<file path="config.mk">
export PLATFORM = sky130hd
export DESIGN_NAME = prio_irq_ctrl
export DESIGN_NICKNAME = d
export VERILOG_FILES = /design/src/rtl/pic_pkg.sv /design/src/rtl/pic_datapath.sv /design/src/rtl/pic_control.sv /design/src/rtl/prio_irq_ctrl.sv
export SDC_FILE = /design/constraint.sdc
export NUM_CORES = 1
export LEC_CHECK = 0
export ABC_AREA = 1
export BUFFER_PORTS_ARGS = -buffer_cell sky130_fd_sc_hd__buf_2
export CORE_MARGIN = 5
export CORE_UTILIZATION = 50
export CTS_CLUSTER_DIAMETER = 40
export CTS_CLUSTER_SIZE = 16
export DETAILED_ROUTE_END_ITERATION = 16
export GPL_TIMING_DRIVEN = 0
export PLACE_DENSITY = 0.81
export SLEW_MARGIN = 20
export SYNTH_ARGS = -nofsm -noshare
export SYNTH_HDL_FRONTEND = slang
export SYNTH_SLANG_ARGS = --single-unit
export TNS_END_PERCENT = 20
</file>
<file path="constraint.sdc">
create_clock -name clk -period 4.4 [get_ports clk]
set_input_delay 0.22 -clock clk [delete_from_list [all_inputs] [get_ports clk]]
set_output_delay 0.22 -clock clk [all_outputs]
set_load 0.01 [all_outputs]
</file>
<file path="src/rtl/pic_pkg.sv">
package pic_pkg;
  localparam logic [7:0] CMD_INIT    = 8'h11;
  localparam logic [7:0] CMD_SEL_REQ = 8'h0A;
  localparam logic [7:0] CMD_SEL_SVC = 8'h0B;
  localparam logic [4:0] CMD_EOI_TOP = 5'b01100;
  localparam int         AUTO_EOI_BIT = 1;

  typedef enum logic [1:0] {
    ST_RUN,
    ST_BASE,
    ST_CASC,
    ST_MODE
  } initState_t;

  typedef struct packed {
    logic       loadMask;
    logic       clrSvc;
    logic       eoi;
    logic [2:0] eoiIdx;
    logic       take;
    logic       keepSvc;
  } dpOps_t;
endpackage

</file>
<file path="src/rtl/pic_datapath.sv">
module pic_datapath
  import pic_pkg::*;
#(
  parameter int NUM_IN = 8,
  parameter logic [NUM_IN-1:0] LEVEL_MASK = '0,
  localparam int IDXW = $clog2(NUM_IN)
) (
  input  logic              clk,
  input  logic              rstN,
  input  dpOps_t            ops,
  input  logic [NUM_IN-1:0] maskIn,
  input  logic [NUM_IN-1:0] lines,
  output logic [NUM_IN-1:0] irr,
  output logic [NUM_IN-1:0] isr,
  output logic [NUM_IN-1:0] imr,
  output logic [IDXW-1:0]   winIdx,
  output logic              winValid
);
  logic [NUM_IN-1:0] prevLines, rise, takeVec, irrNext, cand, upTo, isrNext;
  logic found;

  assign rise    = lines & ~prevLines;
  assign takeVec = ops.take ? (NUM_IN'(1) << winIdx) : '0;
  assign cand    = irr & ~imr;

  // Per-input request storage: edge or level variant chosen by parameter
  for (genvar i = 0; i < NUM_IN; i++) begin : g_req
    if (LEVEL_MASK[i]) begin : g_level
      assign irrNext[i] = lines[i] & ~takeVec[i];
    end else begin : g_edge
      assign irrNext[i] = lines[i] & ((irr[i] & ~takeVec[i]) | rise[i]);
    end
  end

  // Fixed priority, index 0 first
  always_comb begin
    winIdx = '0;
    found  = 1'b0;
    for (int i = 0; i < NUM_IN; i++) begin
      if (cand[i] && !found) begin
        winIdx = IDXW'(i);
        found  = 1'b1;
      end
    end
    for (int i = 0; i < NUM_IN; i++) begin
      upTo[i] = (IDXW'(i) <= winIdx);
    end
    winValid = found && ((isr & upTo) == '0);
  end

  always_comb begin
    isrNext = isr;
    if (ops.clrSvc) begin
      isrNext = '0;
    end else begin
      if (ops.eoi) isrNext[ops.eoiIdx] = 1'b0;
      if (ops.take && ops.keepSvc) isrNext[winIdx] = 1'b1;
    end
  end

  always_ff @(posedge clk or negedge rstN) begin
    if (!rstN) begin
      prevLines <= '0;
      irr       <= '0;
      isr       <= '0;
      imr       <= '1;
    end else begin
      prevLines <= lines;
      irr       <= irrNext;
      isr       <= isrNext;
      if (ops.loadMask) imr <= maskIn;
    end
  end
endmodule

</file>
<file path="src/rtl/pic_control.sv">
module pic_control
  import pic_pkg::*;
#(
  parameter int NUM_IN = 8,
  parameter int VEC_W  = 8,
  localparam int IDXW  = $clog2(NUM_IN)
) (
  input  logic             clk,
  input  logic             rstN,
  input  logic             busWr,
  input  logic             busAddr,
  input  logic [7:0]       busWrData,
  input  logic             intAck,
  input  logic             winValid,
  input  logic [IDXW-1:0]  winIdx,
  output dpOps_t           ops,
  output logic [VEC_W-1:0] vecBase,
  output logic             aeoiOn,
  output logic             showSvc,
  output logic             runMode,
  output logic [VEC_W-1:0] vecOut
);
  initState_t state;
  logic cmdWr, dataWr, isInit;

  assign cmdWr   = busWr && !busAddr;
  assign dataWr  = busWr && busAddr;
  assign isInit  = cmdWr && (busWrData == CMD_INIT);
  assign runMode = (state == ST_RUN);

  always_comb begin
    ops          = '0;
    ops.loadMask = dataWr && runMode;
    ops.clrSvc   = isInit;
    ops.eoi      = cmdWr && runMode && (busWrData[7:3] == CMD_EOI_TOP);
    ops.eoiIdx   = busWrData[2:0];
    ops.take     = intAck && winValid;
    ops.keepSvc  = !aeoiOn;
  end

  assign vecOut = !intAck ? '0
                : vecBase + (winValid ? VEC_W'(winIdx) : VEC_W'(NUM_IN - 1));

  always_ff @(posedge clk or negedge rstN) begin
    if (!rstN) begin
      state   <= ST_RUN;
      vecBase <= '0;
      aeoiOn  <= 1'b0;
      showSvc <= 1'b0;
    end else if (isInit) begin
      state   <= ST_BASE;
      showSvc <= 1'b0;
    end else begin
      if (dataWr) begin
        case (state)
          ST_BASE: begin
            vecBase <= VEC_W'(busWrData);
            state   <= ST_CASC;
          end
          ST_CASC: state <= ST_MODE;
          ST_MODE: begin
            aeoiOn <= busWrData[AUTO_EOI_BIT];
            state  <= ST_RUN;
          end
          default: state <= ST_RUN;
        endcase
      end
      if (cmdWr && runMode) begin
        if (busWrData == CMD_SEL_REQ) showSvc <= 1'b0;
        else if (busWrData == CMD_SEL_SVC) showSvc <= 1'b1;
      end
    end
  end
endmodule

</file>
<file path="src/rtl/prio_irq_ctrl.sv">
module prio_irq_ctrl
  import pic_pkg::*;
#(
  parameter int NUM_IN = 8,
  parameter logic [NUM_IN-1:0] LEVEL_MASK = 8'h40,
  localparam int IDXW = $clog2(NUM_IN)
) (
  input  logic        clk,
  input  logic        rstN,
  input  logic        busWr,
  input  logic        busRd,
  input  logic        busAddr,
  input  logic [7:0]  busWrData,
  output logic [7:0]  busRdData,
  input  logic [7:0]  irqLines,
  output logic        irqOut,
  input  logic        intAck,
  output logic [7:0]  vecOut
);
  dpOps_t            ops;
  logic [NUM_IN-1:0] irr, isr, imr;
  logic [IDXW-1:0]   winIdx;
  logic              winValid, aeoiOn, showSvc, runMode;
  logic [7:0]        vecBase;

  pic_control #(.NUM_IN(NUM_IN), .VEC_W(8)) u_ctrl (
    .clk(clk), .rstN(rstN), .busWr(busWr), .busAddr(busAddr),
    .busWrData(busWrData), .intAck(intAck), .winValid(winValid),
    .winIdx(winIdx), .ops(ops), .vecBase(vecBase), .aeoiOn(aeoiOn),
    .showSvc(showSvc), .runMode(runMode), .vecOut(vecOut)
  );

  pic_datapath #(.NUM_IN(NUM_IN), .LEVEL_MASK(LEVEL_MASK)) u_dp (
    .clk(clk), .rstN(rstN), .ops(ops), .maskIn(busWrData[NUM_IN-1:0]),
    .lines(irqLines[NUM_IN-1:0]), .irr(irr), .isr(isr), .imr(imr),
    .winIdx(winIdx), .winValid(winValid)
  );

  assign irqOut    = winValid;
  assign busRdData = !busRd  ? 8'h00
                   : busAddr ? 8'(imr)
                   : (showSvc ? 8'(isr) : 8'(irr));
endmodule

</file>
==> results <==
- The remaining design rule violation count is 0.
- The TritonCTS clock tree is yes.
- In this run the cell area of the synthesized design comes to around 2700 um2.
- The signal on the critical path passes through inv_1 -> nand2_1 -> nand2_4 -> nor2_4 -> nand3_2 -> nand2_2 -> clkinv_1 -> nand3_1 -> nand2_1 -> a21oi_2 -> nor2_2 -> buf_6 -> nand3_1 -> ha_1 -> inv_1 -> fa_1 -> nor2_1 -> o21ai_0 -> nor2_1 -> nand2_1 -> o21ai_0 -> a21oi_1 -> buf_2.
- The power per cell area is 564.9 nW/um2.
- For this design the top-level I/O count stands at 39.
- The count of different cell masters after synthesis is 37.
- The synthesized netlist cell count is 345.
- The largest area contributor in the synthesized netlist is sky130_fd_sc_hd__dfrtp_1.
- Counting flops with an async set or reset pin after synthesis yields a share of 100.0%.
- The Yosys step of the flow raised 0 warnings.
- The number of global-route vias before repair is between 2000 and 2500.
- Setup violations remaining at the end of the flow were counted as 0.
- The worst setup path is captured at an output port.
- The final hold violation count came to 0.
- The number of cell rows is 26.
- At the later pin of the worst-skew pair, clock insertion delay measures roughly 0.30 ns.
- Entering global routing, the biggest net connects 44 pins.
- The count of antenna-violating nets left after detailed routing is 0.
- The clock tree root driver cell is sky130_fd_sc_hd__clkbuf_8.
- The overall global routing resource usage is about a fifth.
- The number of levels the H-tree was split into is 2.
- The class of the tightest hold or removal check is in -> reg.
- The longest clock path from root to sink contains 2 buffers.
- The maximum cell stage delay along the critical path is between 0.5 and 0.6 ns.
- The fraction of final layout cells with drive strength greater than 1 is ~22%.
- Leaving out filler cells and counting taps, the final layout contains 460.
- The number of search-and-repair iterations in the first detailed-routing pass is 7.
- The overflow left after global routing is 0.
- The most frequent cell on the critical path is sky130_fd_sc_hd__nand2_1.
- The top-area cell type share of the netlist area is 32.50%.
- The clock period could shrink to 3.933 ns.
- The most frequent cell after synthesis is sky130_fd_sc_hd__nand2_1.
- The detailed router finished its first iteration with 238 violations.
- The number of max-capacitance violations reported is 0.
- The layout net count is about 420.
- The commonest cells after synthesis are 61 x sky130_fd_sc_hd__nand2_1, 57 x sky130_fd_sc_hd__inv_1, 40 x sky130_fd_sc_hd__o21ai_0.
- The repair_antennas step left the layout with diodes totalling 0.
- After detailed routing, the average wire length per cell comes to 14.96 um.
- Counting flops with a built-in enable in the synthesized netlist gives 0.
- The first-pass GRT wire length is 11.50 mm.
- The initial antenna violation count is 0.
- The hold buffer count at CTS is 0.
- The synthesized area per cell is about 7.8 um2.
- Setup repair after global routing left no endpoint under its margin.
- The worst ir drop on vdd is 0.3010 mV.
- The normalized max-slew margin is 36.17%.
- The most used flip-flop cell after synthesis is sky130_fd_sc_hd__dfrtp_1.
- At the pin with the least slew margin, the transition time is 0.9575 ns.
- From bottom edge to top edge, the die measures 83.42 um.
- The final critical path takes up 89.38% of the cycle.
- The routed design has 6.881 mm of wire.
- The number of nets in the synthesized netlist is 375.
- The number of sinks driven by the clock tree is 43.
- Derived from the worst setup path, the maximum achievable clock frequency is around 250 MHz.
- For this block, the via count after detailed routing is 2529.
- Ranked by total cell area, the synthesized netlist is headed by sky130_fd_sc_hd__dfrtp_1 32%, sky130_fd_sc_hd__nand2_1 8.5%, sky130_fd_sc_hd__inv_1 7.9%.
- The type of origin of the critical path is a flop.
- Total power for the finished layout comes to 1.725 mW.
- The run finished with clean final reports.
- The area growth from synthesis to layout is 13.28%.
- Synthesis inferred 43 register bits.
- Sequential cells were found to cover 40.30% of the synthesized design area.
- After clock tree synthesis, the clock-pin slew on the worst setup and hold paths is approximately 0.090 ns.
- The count of final max-slew check failures is 0.
- The utilization of the core after routing is 59.02%.
- The chip width is 83.42 um.
- The effective utilization at floorplan is 52.10%.
- At the worst endpoint, the required time is 4.18 ns.
- For the final database, setup skew stands at 0.01251 ns.
- The worst-path maximum fanout is 10.
- Buffers placed on the I/O ports in this run total 37.
- The post-detailed-placement half-perimeter wirelength is 5.327 mm.
- Buffers added to address setup during post-CTS repair amount to 0.
- The count of cells resized by post-cts repair is 0.
- The routed via count divided by cell count is 5.498.
- The slowest library cell on the worst path is sky130_fd_sc_hd__dfstp_2.
- The final weighted congestion in routability-driven placement is 0.9783.
- In this run, placement finished with an instance count of 452.
- The worst endpoint data arrival time is 3.71 ns.
- The sum of negative setup slack is 0 ns.
- The critical path is of the reg -> out type.
- The standard cell core area is 5172 um2.
- The die footprint is 6958 um2.
- The analysis attributes to cell leakage a power of 1.540 nW.
- The total clock buffers created by CTS is 5.
-- through the flow --
| stage | hold WS [ns] | worst slack [ns] | area (um2) |
|---|---|---|---|
| after detailed placement | 0.3414 | 0.8189 | 2968 |
| final | 0.04025 | 0.4673 | 3053 |
| after CTS | 0.03665 | 0.4869 | 3053 |
| after floorplan | -0.07559 | 1.253 | 2695 |
| after global placement | 0.3396 | 0.9092 | 2968 |
| after global routing | 0.02872 | 0.2150 | 3053 |
-- power breakdown --
group | total (mW) | switching [mW] | internal [mW]
clock | 0.251 | 0.140 | 0.111
sequential | 0.684 | 0.132 | 0.552
combinational | 0.789 | 0.498 | 0.292
total | 1.72 | 0.770 | 0.955
-- per-layer routing --
layer  track usage [%]  routed length [um]  vias up
met5                 0                   0        -
met4             4.678                  88        0
met3             4.158                 337       12
met2             35.06                3398       83
met1             25.95                3056     1199
li1                  -                   -     1235
-- critical path: cells and delay by family, from the launching register on --
family	cells	cell delay, ns
compound gates	4	0.49
fa+ha+maj	2	0.60
buf+inv	5	0.53
flops	1	0.56
simple gates	12	1.23
-- cells by family after synthesis --
| family | Yosys count | share of synthesized area [%] |
|---|---|---|
| adders and majority gates | 8 | 3.992 |
| buffers and inverters | 71 | 10.35 |
| and+or+nand+nor | 142 | 27.81 |
| DFF | 43 | 40.30 |
| AOI/OAI and AO/OA | 81 | 17.55 |
-- cell type report --
type                       count  area, um2
buffer                         8      40.04
clock buffer                   6      72.57
clock inverter                 2      12.51
fill                         492       2120
inverter                      63      239.0
multi-input combinational    231       1330
sequential                    43       1086
tap                           70      87.58
timing repair buffer          37      185.2
-- layout by cell type (no fill, tap or decap) --
master	instances
sky130_fd_sc_hd__nor3_2	2
sky130_fd_sc_hd__nor3_4	1
sky130_fd_sc_hd__a21oi_1	23
sky130_fd_sc_hd__fa_1	1
sky130_fd_sc_hd__o21ai_2	1
sky130_fd_sc_hd__nor4_1	2
sky130_fd_sc_hd__nor2_1	19
sky130_fd_sc_hd__nor3b_1	1
sky130_fd_sc_hd__inv_1	57
sky130_fd_sc_hd__ha_1	7
sky130_fd_sc_hd__a21oi_2	2
sky130_fd_sc_hd__nand2_4	2
sky130_fd_sc_hd__dfstp_2	8
sky130_fd_sc_hd__nand3_2	3
sky130_fd_sc_hd__a21boi_1	7
sky130_fd_sc_hd__inv_4	1
sky130_fd_sc_hd__nand4_2	2
sky130_fd_sc_hd__nor3_1	4
sky130_fd_sc_hd__buf_2	39
sky130_fd_sc_hd__nand3_1	12
sky130_fd_sc_hd__nand2_1	61
sky130_fd_sc_hd__nand2_2	5
sky130_fd_sc_hd__o41ai_1	3
sky130_fd_sc_hd__buf_6	1
sky130_fd_sc_hd__o2111ai_1	1
sky130_fd_sc_hd__clkbuf_8	5
sky130_fd_sc_hd__o31ai_4	1
sky130_fd_sc_hd__clkinvlp_4	1
sky130_fd_sc_hd__o31ai_1	2
sky130_fd_sc_hd__a211oi_1	1
sky130_fd_sc_hd__clkinv_2	1
sky130_fd_sc_hd__nor2_2	3
sky130_fd_sc_hd__nand4_1	21
sky130_fd_sc_hd__clkinv_1	2
sky130_fd_sc_hd__dfrtp_1	35
sky130_fd_sc_hd__o21ai_0	40
sky130_fd_sc_hd__inv_2	3
sky130_fd_sc_hd__clkbuf_1	6
sky130_fd_sc_hd__nor2_4	3
sky130_fd_sc_hd__nor2_8	1
-- sequential cells by signal (all words and copies together) (netlist names) --
signal and cells:
u_ctrl.aeoiOn 1, u_ctrl.showSvc 1, u_ctrl.state 2, u_ctrl.vecBase 8
u_dp.imr 8, u_dp.irr 8, u_dp.isr 8, u_dp.prevLines 7
-- path summary, 6_finish.rpt --
kind                                          end         startpoint  cells past startpoint  slack (ns)
min in group asynchronous       u_ctrl.vecBase[4]               rstN                      1        0.07
worst min-delay path            u_dp.prevLines[2]        irqLines[2]                      1        0.04
max in group asynchronous       u_dp.prevLines[5]               rstN                      1        3.73
worst min register to register        u_dp.irr[7]  u_dp.prevLines[7]                      1        0.42
worst max-delay path                    vecOut[6]        u_dp.imr[3]                     23        0.47
worst max register to register        u_dp.isr[4]        u_dp.imr[3]                     14        2.23
Note: power is estimated with default switching activity, not from simulation.
